[src/rtl/lim_pkg.sv]
package lim_pkg;

    // Controller state; the encoding is visible on the mode port.
    typedef enum logic [2:0] {
        ST_OFF  = 3'd0,
        ST_IDLE = 3'd1,
        ST_FAST = 3'd2,
        ST_SLOW = 3'd3,
        ST_REL  = 3'd4
    } lim_state_e;

    // Width of a counter that must hold values up to n.
    function automatic int cnt_width(input int n);
        return (n < 2) ? 1 : $clog2(n + 1);
    endfunction

    // Largest of three tick periods.
    function automatic int max3(input int a, input int b, input int c);
        int m;
        m = a;
        if (b > m) m = b;
        if (c > m) m = c;
        return m;
    endfunction

endpackage

[src/rtl/lim_level_map.sv]
module lim_level_map #(
    parameter int LW      = 3,
    parameter int LEVELS  = 7,
    parameter int TOP_MW  = 1200,
    parameter int STEP_MW = 100,
    parameter int MW_W    = 11
) (
    input  logic            clk,
    input  logic            rst_n,
    input  logic [LW-1:0]   lvl_sel,
    output logic            lvl_chg,
    output logic [LW-1:0]   thr_idx,
    output logic [MW_W-1:0] thr_mw
);

    localparam logic [LW-1:0] LAST_IDX = LW'(LEVELS - 1);

    logic [LW-1:0]   lvl_q;
    logic [MW_W-1:0] mw_tab [LEVELS];

    // One threshold entry per selectable level.
    for (genvar g = 0; g < LEVELS; g++) begin : g_tab
        assign mw_tab[g] = MW_W'(TOP_MW - STEP_MW * g);
    end

    always_ff @(posedge clk or negedge rst_n) begin
        if (!rst_n) begin
            lvl_q <= '0;
        end else begin
            lvl_q <= lvl_sel;
        end
    end

    assign lvl_chg = (lvl_sel != lvl_q);

    always_comb begin
        if (lvl_q > LAST_IDX) begin
            thr_idx = LAST_IDX;
        end else begin
            thr_idx = lvl_q;
        end
        thr_mw = mw_tab[thr_idx];
    end

endmodule

[src/rtl/lim_step_timer.sv]
module lim_step_timer #(
    parameter int CW = 14
) (
    input  logic          clk,
    input  logic          rst_n,
    input  logic          restart,
    input  logic          run,
    input  logic [CW-1:0] lim_last,
    output logic          step
);

    logic [CW-1:0] cnt_q;

    assign step = run && (cnt_q == lim_last);

    always_ff @(posedge clk or negedge rst_n) begin
        if (!rst_n) begin
            cnt_q <= '0;
        end else if (restart) begin
            cnt_q <= '0;
        end else if (run) begin
            if (cnt_q == lim_last) begin
                cnt_q <= '0;
            end else begin
                cnt_q <= cnt_q + 1'b1;
            end
        end
    end

endmodule

[src/rtl/lim_atten_acc.sv]
module lim_atten_acc #(
    parameter int AW        = 5,
    parameter int MAX_ATTEN = 27
) (
    input  logic          clk,
    input  logic          rst_n,
    input  logic          clear,
    input  logic          step,
    input  logic          dir_up,
    output logic [AW-1:0] atten,
    output logic          atten_nz
);

    localparam logic [AW-1:0] CAP = AW'(MAX_ATTEN);

    always_ff @(posedge clk or negedge rst_n) begin
        if (!rst_n) begin
            atten <= '0;
        end else if (clear) begin
            atten <= '0;
        end else if (step) begin
            if (dir_up) begin
                if (atten < CAP) atten <= atten + 1'b1;
            end else begin
                if (atten != '0) atten <= atten - 1'b1;
            end
        end
    end

    assign atten_nz = (atten != '0);

endmodule

[src/rtl/lim_fsm.sv]
module lim_fsm
    import lim_pkg::*;
(
    input  logic       clk,
    input  logic       rst_n,
    input  logic       enable,
    input  logic       distort,
    input  logic       over_pwr,
    input  logic       lvl_chg,
    input  logic       atten_nz,
    input  logic       tick,
    output lim_state_e state_o,
    output logic       restart,
    output logic       run,
    output logic       clear_att,
    output logic       dir_up
);

    lim_state_e state_q;
    lim_state_e state_d;

    // Next-state decision: level change, then enable, then flags.
    always_comb begin
        if (lvl_chg) begin
            state_d = enable ? ST_IDLE : ST_OFF;
        end else if (!enable) begin
            state_d = ST_OFF;
        end else if (distort) begin
            state_d = ST_FAST;
        end else if (over_pwr) begin
            state_d = ST_SLOW;
        end else if (atten_nz) begin
            state_d = ST_REL;
        end else begin
            state_d = ST_IDLE;
        end
    end

    // State register.
    always_ff @(posedge clk or negedge rst_n) begin
        if (!rst_n) begin
            state_q <= ST_OFF;
        end else begin
            state_q <= state_d;
        end
    end

    // Outputs toward the timer and the accumulator.
    always_comb begin
        restart   = lvl_chg || (state_d != state_q);
        clear_att = lvl_chg || !enable;
        run       = 1'b0;
        dir_up    = 1'b1;
        unique case (state_q)
            ST_OFF:  run = 1'b0;
            ST_IDLE: run = 1'b0;
            ST_FAST: run = tick && !restart;
            ST_SLOW: run = tick && !restart;
            ST_REL: begin
                run    = tick && !restart;
                dir_up = 1'b0;
            end
            default: run = 1'b0;
        endcase
    end

    assign state_o = state_q;

endmodule

[src/rtl/gain_limiter.sv]
module gain_limiter
    import lim_pkg::*;
#(
    parameter int FAST_TICKS = 75,
    parameter int SLOW_TICKS = 857,
    parameter int REL_TICKS  = 10400,
    parameter int MAX_ATTEN  = 27,
    parameter int AW         = 5,
    parameter int LW         = 3,
    parameter int LEVELS     = 7,
    parameter int TOP_MW     = 1200,
    parameter int STEP_MW    = 100,
    parameter int MW_W       = 11
) (
    input  logic            clk,
    input  logic            rst_n,
    input  logic            tick_us,
    input  logic            enable,
    input  logic [LW-1:0]   lvl_sel,
    input  logic            over_pwr,
    input  logic            distort,
    output logic [AW-1:0]   atten_code,
    output logic [2:0]      mode,
    output logic [LW-1:0]   thr_idx,
    output logic [MW_W-1:0] thr_mw
);

    localparam int CW = cnt_width(max3(FAST_TICKS, SLOW_TICKS, REL_TICKS));
    localparam logic [CW-1:0] FAST_LAST = CW'(FAST_TICKS - 1);
    localparam logic [CW-1:0] SLOW_LAST = CW'(SLOW_TICKS - 1);
    localparam logic [CW-1:0] REL_LAST  = CW'(REL_TICKS - 1);

    logic          lvl_chg;
    logic          atten_nz;
    logic          restart;
    logic          run;
    logic          clear_att;
    logic          dir_up;
    logic          step;
    logic [CW-1:0] lim_last;
    lim_state_e    state;

    lim_level_map #(
        .LW(LW), .LEVELS(LEVELS), .TOP_MW(TOP_MW),
        .STEP_MW(STEP_MW), .MW_W(MW_W)
    ) u_map (
        .clk(clk), .rst_n(rst_n), .lvl_sel(lvl_sel),
        .lvl_chg(lvl_chg), .thr_idx(thr_idx), .thr_mw(thr_mw)
    );

    lim_fsm u_fsm (
        .clk(clk), .rst_n(rst_n), .enable(enable), .distort(distort),
        .over_pwr(over_pwr), .lvl_chg(lvl_chg), .atten_nz(atten_nz),
        .tick(tick_us), .state_o(state), .restart(restart), .run(run),
        .clear_att(clear_att), .dir_up(dir_up)
    );

    // Tick period for the current rate state.
    always_comb begin
        unique case (state)
            ST_FAST: lim_last = FAST_LAST;
            ST_SLOW: lim_last = SLOW_LAST;
            default: lim_last = REL_LAST;
        endcase
    end

    lim_step_timer #(.CW(CW)) u_tmr (
        .clk(clk), .rst_n(rst_n), .restart(restart), .run(run),
        .lim_last(lim_last), .step(step)
    );

    lim_atten_acc #(.AW(AW), .MAX_ATTEN(MAX_ATTEN)) u_acc (
        .clk(clk), .rst_n(rst_n), .clear(clear_att), .step(step),
        .dir_up(dir_up), .atten(atten_code), .atten_nz(atten_nz)
    );

    assign mode = state;

endmodule

[config.mk]
export PLATFORM = sky130hd
export DESIGN_NAME = gain_limiter
export DESIGN_NICKNAME = d
export VERILOG_FILES = /design/src/rtl/lim_pkg.sv /design/src/rtl/lim_level_map.sv /design/src/rtl/lim_step_timer.sv /design/src/rtl/lim_atten_acc.sv /design/src/rtl/lim_fsm.sv /design/src/rtl/gain_limiter.sv
export SDC_FILE = /design/constraint.sdc
export NUM_CORES = 1
export LEC_CHECK = 0
export BUFFER_PORTS_ARGS = -buffer_cell sky130_fd_sc_hd__buf_2
export CAP_MARGIN = 5
export CORE_MARGIN = 3
export CORE_UTILIZATION = 45
export CTS_CLUSTER_DIAMETER = 200
export DETAILED_ROUTE_END_ITERATION = 16
export GPL_TIMING_DRIVEN = 0
export PLACE_DENSITY = 0.69
export SYNTH_ARGS = -nofsm -noshare
export SYNTH_HDL_FRONTEND = slang
export SYNTH_SLANG_ARGS = --single-unit
[constraint.sdc]
create_clock -name clk -period 2.2 [get_ports clk]
set_clock_uncertainty 0.15 [all_clocks]
set_input_delay 0.22 -clock clk [delete_from_list [all_inputs] [get_ports clk]]
set_output_delay 0.22 -clock clk [all_outputs]
set_load 0.03 [all_outputs]
==> results of run 1 <==
==> through the flow <==
stage | TNS, ns | instance area, um2 | power [mW] | worst slack [ns] | hold WS [ns]
floorplan | -2.142 | 1709 | 0.5702 | -0.2084 | -0.2256
global placement | -5.877 | 1907 | 0.6171 | -0.4311 | 0.09687
detailed placement | -6.071 | 1907 | 0.6173 | -0.4413 | 0.1010
CTS | -0.8242 | 2117 | 0.9003 | -0.1948 | 0.1208
global route | -3.368 | 2162 | 0.9383 | -0.3083 | 0.1375
finish | -1.713 | 2162 | 0.9009 | -0.1887 | 0.1266
==> registers in the layout (all words and copies together) (netlist names) <==
name / flops
u_acc.atten: 5
u_fsm.state_o: 3
u_map.lvl_q: 3
u_tmr.cnt_q: 14
==> power by group <==
group | total, mW | internal [mW] | switching [mW]
clock | 0.277 | 0.130 | 0.148
combinational | 0.154 | 0.0532 | 0.101
sequential | 0.470 | 0.464 | 0.00570
total | 0.901 | 0.647 | 0.254
==> routing by layer <==
layer / vias to the layer above / track usage (%) / part of all wire [%]
met3: 4 / 2.496 / 5.2
met1: 728 / 28.26 / 48
met4: 0 / 5.316 / 0.77
met2: 51 / 32.52 / 46
li1: 787 / - / -
met5: - / 0 / 0
==> cell usage after synthesis (3+ instances only) <==
cell type	count	area, um2
dfrtp_1	25	625.6
nand2_1	20	75.07
a21oi_1	18	90.09
nor2_1	16	60.06
o21ai_0	10	50.05
xor2_1	9	78.83
clkbuf_1	8	30.03
and3_1	7	43.79
nor3_1	7	35.03
nand3_1	6	30.03
ha_1	4	50.05
and2_1	3	18.77
nand4b_1	3	26.28
nor2b_1	3	18.77
nor4b_1	3	26.28
o21ai_1	3	15.01
==> worst max-delay path: cells and delay by family (launching register included) <==
family,cells,cell delay (ns)
buffers and inverters,1,0.20
AOI/OAI and AO/OA,3,0.85
muxes,1,0.17
DFF,1,0.41
and+or+nand+nor,2,0.54
==> cell families after synthesis <==
| kind of cell | count (synthesis) | synth area share, % |
|---|---|---|
| buf+inv | 12 | 3.173 |
| mux | 3 | 1.845 |
| xor+xnor | 11 | 5.683 |
| other cells | 1 | 0.2212 |
| flops | 25 | 36.90 |
| fa+ha+maj | 5 | 4.133 |
| compound gates | 48 | 19.34 |
| simple gates | 85 | 28.71 |
==> layout make-up <==
class	count	area, um2
timing repair buffer	47	290.3
tap	46	57.56
buffer	10	56.30
sequential	25	630.6
inverter	1	3.754
fill	302	1306
multi-input combinational	154	1079
clock buffer	4	45.04
==> final timing paths <==
| path | from | endpoint |
|---|---|---|
| worst min-delay path | enable | u_fsm.state_o[0] |
| worst max register to register | u_acc.atten[0] | u_acc.atten[0] |
| min in group asynchronous | rst_n | u_map.lvl_q[1] |
| worst max-delay path | u_acc.atten[0] | u_acc.atten[0] |
| worst min register to register | u_tmr.cnt_q[10] | u_tmr.cnt_q[10] |
| max in group asynchronous | rst_n | u_acc.atten[0] |
==> what timing repair did <==
| item | 4_1_cts | 5_1_grt |
|---|---|---|
| endpoints found under the hold margin | 28 | 0 |
| hold buffers | 4 | 0 |
| endpoints found under the setup margin | 19 | 18 |
| setup buffers | 12 | 2 |
| cloned | 1 | 0 |
| pin swaps | 3 | 1 |
| resized for setup | 9 | 10 |
==> flow_summary.yaml, run 1 <==
sta:
  maxSlewHeadroom_pct: 61.74
  fin_crit_ns: 2.389
  finalCritPeriodShare_pct: 108.6
  tightestPinTransition_ns: 0.5738
  fmax_mhz: 418.6
  hold_viol: 0
  slew_viol_final: 0
  setup_viol: 17
  rsz0062_at_grt: "yes"
  fin_ws_ns: -0.1887
global_routing:
  grt_max_degree: 26
  antenna_found_initial: 0
  grt_pass1_vias: 1458
  grtUsageTotal_pct: 20.07
  grt-ovfl-total: 0
  grt_pass1_wl_um: 6975
synth:
  ys_seq_area_share_pct: 36.90
  synth-seq-cells: 25
  synth_edf_count: 0
  synth.distinct_cells: 52
  synth.avg_cell_area_um2: 8.923
  synthArstFlopShare_pct: 100.0
  syn_inst: 190
  yosysWarnings: 0
  netlist_area_um2: 1695
  ys.flop_type: "dfrtp_1"
placed_design:
  placed_cells: 265
  portBuffers: 28
  place.gp.congestion: 0.8540
  dp_hpwl_um: 2627
floorplan:
  row_count: 21
  core-area_um2: 3468
  io_pins: 31
  initial_core_util_pct: 48.88
  die_height_um: 67.38
  die_width_um: 67.38
  dieArea_um2: 4540
setup_path:
  crit_required_ns: 2.25
  worstSetupPathType: "flip-flop to flip-flop"
  critPathArrivalTime_ns: 2.43
  path_cells: "or3_4 > o41a_1 > o211ai_2 > nand4_4 > a2111oi_4 > buf_4 > mux2i_1"
  critPathCaptureType: "flip-flop"
  path_max_fanout: 5
  critPathLaunchType: "flip-flop"
  slowest_stage: "dfrtp_2"
  reg2regPathDepth: 7
  r2r_slack_ns: -0.19
  max_stage_delay_ns: 0.41
drt:
  drc: 0
  first_pass_iters: 4
  drt_iter0_drc: 76
  wl_um: 4031
  vias: 1570
  wl_per_cell_um: 14.05
  via_per_inst: 5.470
  ant_nets: 0
clock_network:
  clock_path_buffers: 2
  cts_root_buffer: "clkbuf_8"
  clock-sinks: 25
  numCtsBuffers: 3
  htreeDepth: 1
  cts_tree: "built"
  worst_skew_pair.late_latency_ns: 0.27
  clk_pin_slew_ns: 0.09
power_and_ir_drop:
  peakVddDrop_mv: 0.2001
  power_density_nw_per_um2: 416.7
  p_leak_nw: 0.9696
worst_hold_path:
  whs_path_depth: 2
  hold_path.class: "input pin to flip-flop"
final_layout:
  num-nets-final: 256
  layout_commonest_cell: "buf_2"
  diodes: 0
  final_cell_mix: "29 x buf_2, 21 x dfrtp_1, 20 x nand2_1, 16 x nor2_1, 16 x buf_4"
  area_growth_pct: 27.53
  final_cells: 287
  fin_util_pct: 62.34
  drive_gt1_share_pct: 30.71
outcome:
  violations: "setup timing"
  status: "finished with violations"
job:
  maxCapViolations: 0
(Power assumes the default switching activity.)
==> inputs of run 2 (changes only) <==
--- a/config.mk
+++ b/config.mk
@@ -7,12 +7,14 @@
 export LEC_CHECK = 0
 export BUFFER_PORTS_ARGS = -buffer_cell sky130_fd_sc_hd__buf_2
 export CAP_MARGIN = 5
+export CELL_PAD_IN_SITES_DETAIL_PLACEMENT = 0
+export CELL_PAD_IN_SITES_GLOBAL_PLACEMENT = 1
 export CORE_MARGIN = 3
-export CORE_UTILIZATION = 45
+export CORE_UTILIZATION = 37
 export CTS_CLUSTER_DIAMETER = 200
 export DETAILED_ROUTE_END_ITERATION = 16
 export GPL_TIMING_DRIVEN = 0
-export PLACE_DENSITY = 0.69
+export PLACE_DENSITY_LB_ADDON = 0.1
 export SYNTH_ARGS = -nofsm -noshare
 export SYNTH_HDL_FRONTEND = slang
 export SYNTH_SLANG_ARGS = --single-unit
==> flow_summary.yaml, run 2 (synthesized netlist as in run 1, its figures left out) <==
power_and_ir_drop:
  p_leak_nw: 1.001
  internal-power_mw: 0.6504
  peakVddDrop_mv: 0.1781
  power_density_nw_per_um2: 409.1
  clockPowerShare_pct: 31.9
  power_frac_comb_pct: 17.6
  swShare_pct: 30.26
  switchingPower_mw: 0.2822
  power_frac_seq_pct: 50.4
drt:
  via_per_inst: 5.630
  ant_nets: 0
  drc: 0
  first_pass_iters: 4
  wl_um: 4680
  vias: 1644
  wl_per_cell_um: 16.03
  drt_iter0_drc: 83
final_layout:
  num-nets-final: 257
  final_cell_mix: "29 x buf_2, 20 x nand2_1, 20 x dfrtp_1, 14 x buf_4"
  layout_commonest_cell: "buf_2"
  largest_register_ffs: 14
  drive_gt1_share_pct: 36.78
  final_cell_area_um2: 2280
  diodes: 0
  regMostFlops: "u_tmr.cnt_q"
  top_regs: "u_tmr.cnt_q x14, u_acc.atten x5"
  area_growth_pct: 34.47
sta:
  slew_viol_final: 0
  fin_ws_ns: -0.2448
  fin_crit_ns: 2.445
  rsz0062_at_grt: "yes"
  hold_slack_ns: 0.1169
  tightestPinTransition_ns: 0.5787
  fmax_mhz: 409.0
  maxSlewHeadroom_pct: 61.42
  hold_viol: 0
  finalCritPeriodShare_pct: 111.1
  setup_viol: 17
setup_path:
  critPathArrivalTime_ns: 2.50
  critPathCaptureType: "flip-flop"
  crit_required_ns: 2.26
  path_max_fanout: 8
  worstSetupPathType: "flip-flop to flip-flop"
  critPathLaunchType: "flip-flop"
placed_design:
  pre_cts_slack_ns: -0.4525
  portBuffers: 28
  place.gp.congestion: 0.8499
  dp_hpwl_um: 3046
  dpl_cell_area_um2: 1912
clock_network:
  cts_tree: "built"
  worst_skew_pair.late_latency_ns: 0.28
  numCtsBuffers: 3
  clk_pin_slew_ns: 0.10
  htreeDepth: 1
  clock_path_buffers: 2
  cts_root_buffer: "clkbuf_8"
  clock-sinks: 25
floorplan:
  initial_core_util_pct: 40.35
  dieArea_um2: 5430
  die_height_um: 73.69
  core-area_um2: 4202
  io_pins: 31
  row_count: 23
  die_width_um: 73.69
worst_hold_path:
  hold_path.class: "input pin to flip-flop"
global_routing:
  grt_pass1_vias: 1609
  grt-ovfl-total: 0
  grtUsageTotal_pct: 18.20
  grt_max_degree: 26
  grt_pass1_wl_um: 7714
  antenna_found_initial: 0
outcome:
  violations: "setup timing"
  status: "finished with violations"
job:
  maxCapViolations: 0
-- run 2: cell types whose count changed in the layout (fill, tap and decap cells not counted), moves of 2 or more --
cell | before | now
clkbuf_1 | 7 | 4
buf_4 | 16 | 14
a21oi_1 | 15 | 12
o21ai_0 | 10 | 7
buf_6 | 0 | 4
nor2_2 | 0 | 2
nor2_1 | 16 | 12
nor2_4 | 0 | 2
o21ai_1 | 2 | 5
a21oi_2 | 3 | 5
-- run 2: worst max-delay path, stage by stage, from the launching register on --
cell and delay, ns:
dfrtp_2 0.50, or4b_1 0.56, o211ai_1 0.29, nand4_4 0.18, a2111oi_4 0.33, buf_4 0.20
mux2i_1 0.17
-- run 2: cell type report --
type | count | area [um2]
inverters | 1 | 3.754
well taps | 50 | 62.56
clock buffers | 3 | 41.29
flip-flops and latches | 25 | 631.9
plain buffers | 8 | 60.06
fillers | 403 | 1922
clock inverters | 1 | 5.005
repair buffers | 50 | 335.3
multi-input cells | 154 | 1140
-- run 2: layer usage --
layer	global-route usage [%]	part of all wire, %	wire (um)
met3	2.052	4.8	224
met1	25.21	45	2119
met2	29.63	49	2278
met5	0	0	0
met4	5.433	1.2	58
-- run 2: what timing repair did --
action	CTS	global route
hold buffers	4	0
gates resized for setup	22	23
gates cloned	2	0
pin swaps	11	4
endpoints found under the setup margin	20	20
endpoints found under the hold margin	28	0
setup buffers	14	5
-- run 2: power by group through the flow --
stage	Combinational, mW	Sequential, mW	Clock (mW)
5_1_grt	0.177	0.471	0.320
3_3_place_gp	0.137	0.479	0
4_1_cts	0.162	0.470	0.300
3_5_place_dp	0.140	0.479	0
2_1_floorplan	0.0879	0.482	0
6_report	0.164	0.470	0.298
-- run 2: worst paths after layout --
kind,startpoint,endpoint,slack (ns),cells past startpoint
max,u_acc.atten[2],u_acc.atten[0],-0.24,6
min,enable,u_fsm.state_o[0],0.12,2
max reg2reg,u_acc.atten[2],u_acc.atten[0],-0.24,6
min reg2reg,u_tmr.cnt_q[3],u_tmr.cnt_q[3],0.43,1
max in group asynchronous,rst_n,u_acc.atten[1],1.16,2
min in group asynchronous,rst_n,u_tmr.cnt_q[6],0.32,2
-- run 2: metrics by stage --
| step | instances | setup TNS (ns) | util [%] | power [mW] |
|---|---|---|---|---|
| 5_1_grt | 292 | -3.001 | 54.26 | 0.9684 |
| 3_3_place_gp | 269 | -5.336 | 45.50 | 0.6161 |
| 2_1_floorplan | 191 | -2.142 | - | 0.5702 |
| 3_5_place_dp | 269 | -6.338 | 45.50 | 0.6189 |
| 6_report | 292 | -1.704 | 54.26 | 0.9326 |
| 4_1_cts | 292 | -2.986 | 52.32 | 0.9316 |
